$ cat src/rtl/irq_regs_pkg.sv
package irq_regs_pkg;
    localparam int NUM_SRC  = 5;
    localparam int BYTE_W   = 8;
    localparam int ADDR_W   = 5;
    localparam int SRC_LSB  = BYTE_W - NUM_SRC;
    localparam logic [ADDR_W-1:0] STAT_OFS = 5'h0C;
    localparam logic [ADDR_W-1:0] EN_OFS   = 5'h0D;

    typedef enum logic [1:0] {
        SEL_NONE = 2'd0,
        SEL_STAT = 2'd1,
        SEL_EN   = 2'd2
    } reg_sel_e;
endpackage

$ cat src/rtl/irq_status_bank.sv
module irq_status_bank #(
    parameter int N = 5
) (
    input  logic         clk,
    input  logic         rst_n,
    input  logic [N-1:0] set_i,
    input  logic [N-1:0] clr_i,
    output logic [N-1:0] stat_o
);
    for (genvar i = 0; i < N; i++) begin : g_bit
        always_ff @(posedge clk or negedge rst_n) begin
            if (!rst_n)
                stat_o[i] <= 1'b0;
            else if (set_i[i])
                stat_o[i] <= 1'b1;
            else if (clr_i[i])
                stat_o[i] <= 1'b0;
        end
    end
endmodule

$ cat src/rtl/irq_enable_bank.sv
module irq_enable_bank #(
    parameter int N = 5
) (
    input  logic         clk,
    input  logic         rst_n,
    input  logic         load_i,
    input  logic [N-1:0] val_i,
    output logic [N-1:0] en_o
);
    always_ff @(posedge clk or negedge rst_n) begin
        if (!rst_n)
            en_o <= '0;
        else if (load_i)
            en_o <= val_i;
    end
endmodule

$ cat src/rtl/irq_read_mux.sv
module irq_read_mux
    import irq_regs_pkg::*;
#(
    parameter int N = NUM_SRC,
    parameter int W = BYTE_W
) (
    input  reg_sel_e     sel_i,
    input  logic [N-1:0] stat_i,
    input  logic [N-1:0] en_i,
    output logic [W-1:0] rdata_o
);
    localparam int FILL = W - N;

    always_comb begin
        unique case (sel_i)
            SEL_STAT: rdata_o = {stat_i, {FILL{1'b1}}};
            SEL_EN:   rdata_o = {en_i,   {FILL{1'b1}}};
            default:  rdata_o = '0;
        endcase
    end
endmodule

$ cat src/rtl/evt_irq_regs.sv
module evt_irq_regs
    import irq_regs_pkg::*;
(
    input  logic              clk,
    input  logic              rst_n,
    input  logic [ADDR_W-1:0] reg_addr,
    input  logic              reg_wr,
    input  logic [BYTE_W-1:0] reg_wdata,
    output logic [BYTE_W-1:0] reg_rdata,
    input  logic [NUM_SRC-1:0] evt_pulse,
    output logic              irq_o
);
    reg_sel_e           sel;
    logic [NUM_SRC-1:0] wsrc;
    logic [NUM_SRC-1:0] clr;
    logic [NUM_SRC-1:0] stat_q;
    logic [NUM_SRC-1:0] en_q;

    always_comb begin
        if (reg_addr == STAT_OFS)
            sel = SEL_STAT;
        else if (reg_addr == EN_OFS)
            sel = SEL_EN;
        else
            sel = SEL_NONE;
    end

    assign wsrc = reg_wdata[BYTE_W-1:SRC_LSB];
    assign clr  = (reg_wr && sel == SEL_STAT) ? wsrc : '0;

    irq_status_bank #(.N(NUM_SRC)) u_stat (
        .clk    (clk),
        .rst_n  (rst_n),
        .set_i  (evt_pulse),
        .clr_i  (clr),
        .stat_o (stat_q)
    );

    irq_enable_bank #(.N(NUM_SRC)) u_en (
        .clk    (clk),
        .rst_n  (rst_n),
        .load_i (reg_wr && sel == SEL_EN),
        .val_i  (wsrc),
        .en_o   (en_q)
    );

    irq_read_mux #(.N(NUM_SRC), .W(BYTE_W)) u_rd (
        .sel_i   (sel),
        .stat_i  (stat_q),
        .en_i    (en_q),
        .rdata_o (reg_rdata)
    );

    assign irq_o = |(stat_q & en_q);
endmodule

$ cat config.mk
export PLATFORM = sky130hd
export DESIGN_NAME = evt_irq_regs
export DESIGN_NICKNAME = d
export VERILOG_FILES = /design/src/rtl/irq_regs_pkg.sv /design/src/rtl/irq_status_bank.sv /design/src/rtl/irq_enable_bank.sv /design/src/rtl/irq_read_mux.sv /design/src/rtl/evt_irq_regs.sv
export SDC_FILE = /design/constraint.sdc
export NUM_CORES = 1
export LEC_CHECK = 0
export ABC_CLOCK_PERIOD_IN_PS = 1200
export CAP_MARGIN = 20
export CORE_UTILIZATION = 34
export DETAILED_ROUTE_END_ITERATION = 7
export GPL_TIMING_DRIVEN = 0
export PLACE_DENSITY = 0.73
export SYNTH_ARGS = -nofsm -noshare
export SYNTH_HDL_FRONTEND = slang
export SYNTH_SLANG_ARGS = --single-unit
$ cat constraint.sdc
create_clock -name clk -period 1.2 [get_ports clk]
set_input_delay 0.24 -clock clk [delete_from_list [all_inputs] [get_ports clk]]
set_output_delay 0.24 -clock clk [all_outputs]
set_load 0.01 [all_outputs]
; Yosys cells after proc, flatten, opt, wreduce, memory -nomap -nowiden
; Cells that the tools add are included.
[totals]
latch_bits = 0
rom_bits = 0
input_bits = 21
ramBits = 0
output_inout_bits = 9
wordCells = 33
reg_bits = 10
memories = 0
[classes]
n_reduce_logical = 8
muxes = 14
add_sub_neg = 0
n_mul = 0
n_bitwise = 1
n_lt_le_gt_ge = 0
div = 0
shift = 0
n_eq_ne = 4
[op_table]
columns = cell, count
row1 = $pmux 8 s2, 1
row2 = $eq 5x4->1 const B, 2
row3 = $mux 1, 10
row4 = $reduce_bool 2->1, 5
row5 = $and 5x5->5, 1
row6 = $mux 5, 1
row7 = $reduce_or 5->1, 1
row8 = $mux 2, 2
row9 = $eq 2x1->1 const B, 1
row10 = $eq 2x2->1 const B, 1
row11 = $logic_and 1x1->1, 2

; Logic depth before layout (Yosys ltp)
[depth]
depth_word = 8
depth_mapped = 5
ltp_nobuf = 3

; By module
; From an unflattened synthesis, not the netlist that was laid out.
[hier_totals]
cells_unflattened = 63
hier_area_um2 = 610.6
[modules_own_cells]
columns = module, n_inst, seq_area_each_um2, area_each_um2, cells_each
row1 = irq_enable_bank, 1, 125.1, 181.4, 10
row2 = irq_status_bank, 1, 125.1, 181.4, 15
row3 = evt_irq_regs, 1, 0.0, 140.1, 21
row4 = irq_read_mux, 1, 0.0, 107.6, 17

; Worst setup path after synthesis
; No wires, ideal clock.
[synth_path]
path_kind = in2out
from = input port reg_addr[4]
to = output port reg_rdata[1]
cell_stages = 5
path_buffers = 2
setup_slack_ns = -0.098
arrival_time_ns = 1.058
path_cell_list = nand3b_4 or2_2 buf_2 inv_1 buf_4
[synth_via]
elab_chain_cells = 5
[synth_rtl]
columns = element, line_no
row1 = "start, declared", evt_irq_regs.sv:6  ; input logic [ADDR_W-1:0] reg_addr,
row2 = $eq 5x4->1, evt_irq_regs.sv:22  ; else if (reg_addr == EN_OFS)
row3 = $mux 2, evt_irq_regs.sv:22
row4 = $mux 2 *, evt_irq_regs.sv:20  ; if (reg_addr == STAT_OFS)
row5 = $eq 2x2->1 / $eq 2x1->1 (equally long branches), irq_read_mux.sv:15  ; unique case (sel_i)
row6 = $pmux 8 s2 *, irq_read_mux.sv:15
row7 = "end, declared", evt_irq_regs.sv:9  ; output logic [BYTE_W-1:0] reg_rdata,
; Mark *: on every way between the ends. The rest lies on a longest branch, timed or not.

; Worst setup path after layout
[layout_path]
from = register u_en.en_o[4]
to = output port irq_o
[layout_via]
elab_chain_cells = 2
[layout_rtl]
columns = element, line_no
row1 = "start, declared", irq_enable_bank.sv:8  ; output logic [N-1:0] en_o
row2 = "start signal, assigned", irq_enable_bank.sv:14  ; en_o <= val_i;
row3 = $and 5x5->5, evt_irq_regs.sv:54  ; assign irq_o = |(stat_q & en_q);
row4 = $reduce_or 5->1, evt_irq_regs.sv:54
row5 = "end, declared", evt_irq_regs.sv:11  ; output logic irq_o
; No other way between the ends.

==> qor.yml <==
logic_synthesis:
  syn_area_um2: 578
  synthTopCellsByArea: "dfrtp_1 43%, mux2_2 9.7%, mux2i_1 8.7%, nor2_1 7.8%, a41oi_1 7.6%"
  synth_ff_type: "dfrtp_1"
  synth_edf_count: 0
  yosysMostFrequentCell: "nor2_1"
  synthTopCellsByCount: "12 x nor2_1, 10 x dfrtp_1, 7 x inv_1"
  synth_area_leader_cell: "dfrtp_1"
  syn-mean-instance-area_um2: 10.5
  netlist.area_leader.share_pct: 43.3
  synth.yosys.warnings: 0
  yosys.cell_types.count: 16
  synth_seq_area_share_pct: 43.3
  ys_seq_elements: 10
  async_flop_share_pct: 100
  synth_fp_nets: 76
  synthCells: 55
critical_path:
  path_cells: "a222oi_1 -> nand2_1 -> buf_2"
  cp_top_family: "flip-flops"
  end_kind: "output pin"
  max_stage_delay_ns: 0.38
  worst-path-buf-inv: 1
  r2r_cells: 4
  crit_fanout: 2
  cp.depth: 3
  reg2reg_setup_slack_ns: 0.25
  cp-endpoint: "irq_o"
  cp-start-kind: "flop"
  startpoint: "u_en.en_o[4]"
  crit_type: "flop to output pin"
  cpMaxStageDelayCell: "dfrtp_1"
  worstReg2RegEnd: "u_stat.stat_o[1]"
  required_ns: 0.96
  cp.arrival_ns: 1.23
  r2r_start: "u_stat.stat_o[1]"
route:
  via_per_inst: 5.03
  detail-route-antenna-nets: 0
  wl_per_cell_um: 13.6
  drt_iter0_markers: 17
  drc: 0
  vias: 533
  first_pass_iters: 4
  routed_wl_um: 1440
clock_tree:
  tritoncts: "done"
  clockBufferDepth: 2
  path_clk_slew_ns: 0.07
  cts_root_buf: "clkbuf_4"
  cts.sinks: 10
  h-tree-depth: 1
  cts_made_buffers: 3
  clock_latency_ns: 0.27
power_and_ir_drop:
  cellPowerDensity_nw_per_um2: 1040
  share_comb_of_total_power_pct: 25.9
  power_uw: 956
  p_int_uw: 706
  p_leak_uw: 0.000448
  peakVddDrop_uv: 645
  switchingPower_uw: 250
  clkPwrFrac_pct: 32.6
  seqPwrFrac_pct: 41.5
  p_sw_share_pct: 26.2
place:
  dpl.hpwl_um: 960
  place_area_um2: 872
  place_congestion: 0.774
  numPortBuffers: 25
  place_ws_ns: -0.930
sta:
  fmax_mhz: 682
  max_slew_margin_pct: 69.0
  skew_ns: 0
  tns_ns: -0.940
  post-route-worst-setup-slack_ns: -0.267
  worst_pin_slew_ns: 0.464
  finalSetupViolCount: 8
  fin_crit_ns: 1.47
  rsz0062_at_grt: "yes"
  finalCritPeriodShare_pct: 122
  report.final.slew_viol_count: 0
  hold_violations: 0
worst_hold_path:
  hp-class: "input pin to async pin"
global_routing:
  grt_pass1_vias: 529
  grt-ovfl-total: 0
  grt_use_total_pct: 16.7
  antenna_found_initial: 0
  grt_pass1_wl_um: 2220
  grt_max_degree: 11
status:
  status: "complete, but fails checks"
  violations: "setup timing"
floorplan:
  die_area_um2: 1870
  ios: 30
  start_util_pct: 37.5
  coreArea_um2: 1540
  dieWidth_um: 43.2
  die_y_um: 43.2
  rows: 14
layout:
  fin_util_pct: 59.9
  area_growth_pct: 59.7
  final_area_um2: 923
  nNetsFinal: 112
  drive_gt1_share_pct: 47.8
  diodes: 0
run:
  maxCapViolations: 0
## cell usage in the layout (no fill, tap or decap)
cell	count
mux2i_1	4
buf_4	6
nor3_4	1
mux2_2	5
mux2i_2	1
dlygate4sd2_1	1
inv_4	1
nand2_1	1
a22oi_1	1
nor2_1	7
clkbuf_8	1
dfrtp_1	10
or2_4	1
clkbuf_4	3
clkdlybuf4s50_1	11
nand2_4	1
a222oi_1	1
buf_6	8
nor2_2	5
inv_1	6
nand3b_4	1
buf_2	9
a41oi_1	5
## power by group through the flow
stage | Combinational (uW) | Sequential, uW | Clock (uW)
final | 247 | 396 | 312
after global routing | 268 | 399 | 330
after CTS | 221 | 395 | 314
after detailed placement | 224 | 403 | 0
after global placement | 218 | 401 | 0
after floorplan | 112 | 396 | 0
## through the flow
step	hold slack, ns	cells
2_1_floorplan	-0.0556	55
4_1_cts	0.303	103
3_5_place_dp	0.526	96
5_1_grt	0.326	106
6_report	0.284	106
3_3_place_gp	0.517	96
## sequential cells by signal (all words and copies together) (netlist names)
signal         flops
u_en.en_o          5
u_stat.stat_o      5
## repair_timing
action | in CTS | in global routing
pin swaps | 4 | 2
gates resized for setup | 57 | 3
setup endpoints to repair | 19 | 9
hold endpoints to repair | 0 | 0
hold buffers | 0 | 0
setup buffers | 4 | 3
## layer usage
layer | up-vias | GRT usage (%) | part of all wire (%)
li1 | 261 | - | -
met1 | 246 | 18.9 | 42
met2 | 22 | 27.2 | 51
met3 | 4 | 4.26 | 5.7
met4 | 0 | 10.9 | 1.5
met5 | - | 0 | 0
## worst min-delay path by stage
stage                      start          endpoint  slack, ns  cells after the start
floorplan                  rst_n      u_en.en_o[0]      -0.06                      0
global route               rst_n      u_en.en_o[3]       0.33                      1
global placement    u_en.en_o[1]      u_en.en_o[1]       0.52                      1
detailed placement  u_en.en_o[0]      u_en.en_o[0]       0.53                      1
CTS                        rst_n  u_stat.stat_o[4]       0.30                      1
finish                     rst_n      u_en.en_o[3]       0.28                      1
## layout make-up
| cell class | count | area [um^2] |
|---|---|---|
| fillers | 144 | 618 |
| multi-input cells | 34 | 289 |
| repair buffers | 32 | 265 |
| flip-flops and latches | 10 | 250 |
| clock buffers | 4 | 36.3 |
| plain buffers | 3 | 33.8 |
| inverters | 7 | 28.8 |
| well taps | 16 | 20.0 |
## cells by family (layout without fill, tap and decap cells)
group                  count (synthesis)  count (layout)  share of synthesized area, %
AOI/OAI and AO/OA                      7               7                          10.6
muxes                                 10              10                          18.4
DFF                                   10              10                          43.3
buffers and inverters                 11              46                          9.96
and+or+nand+nor                       17              17                          17.7
Power figures use the tool's default switching activity.
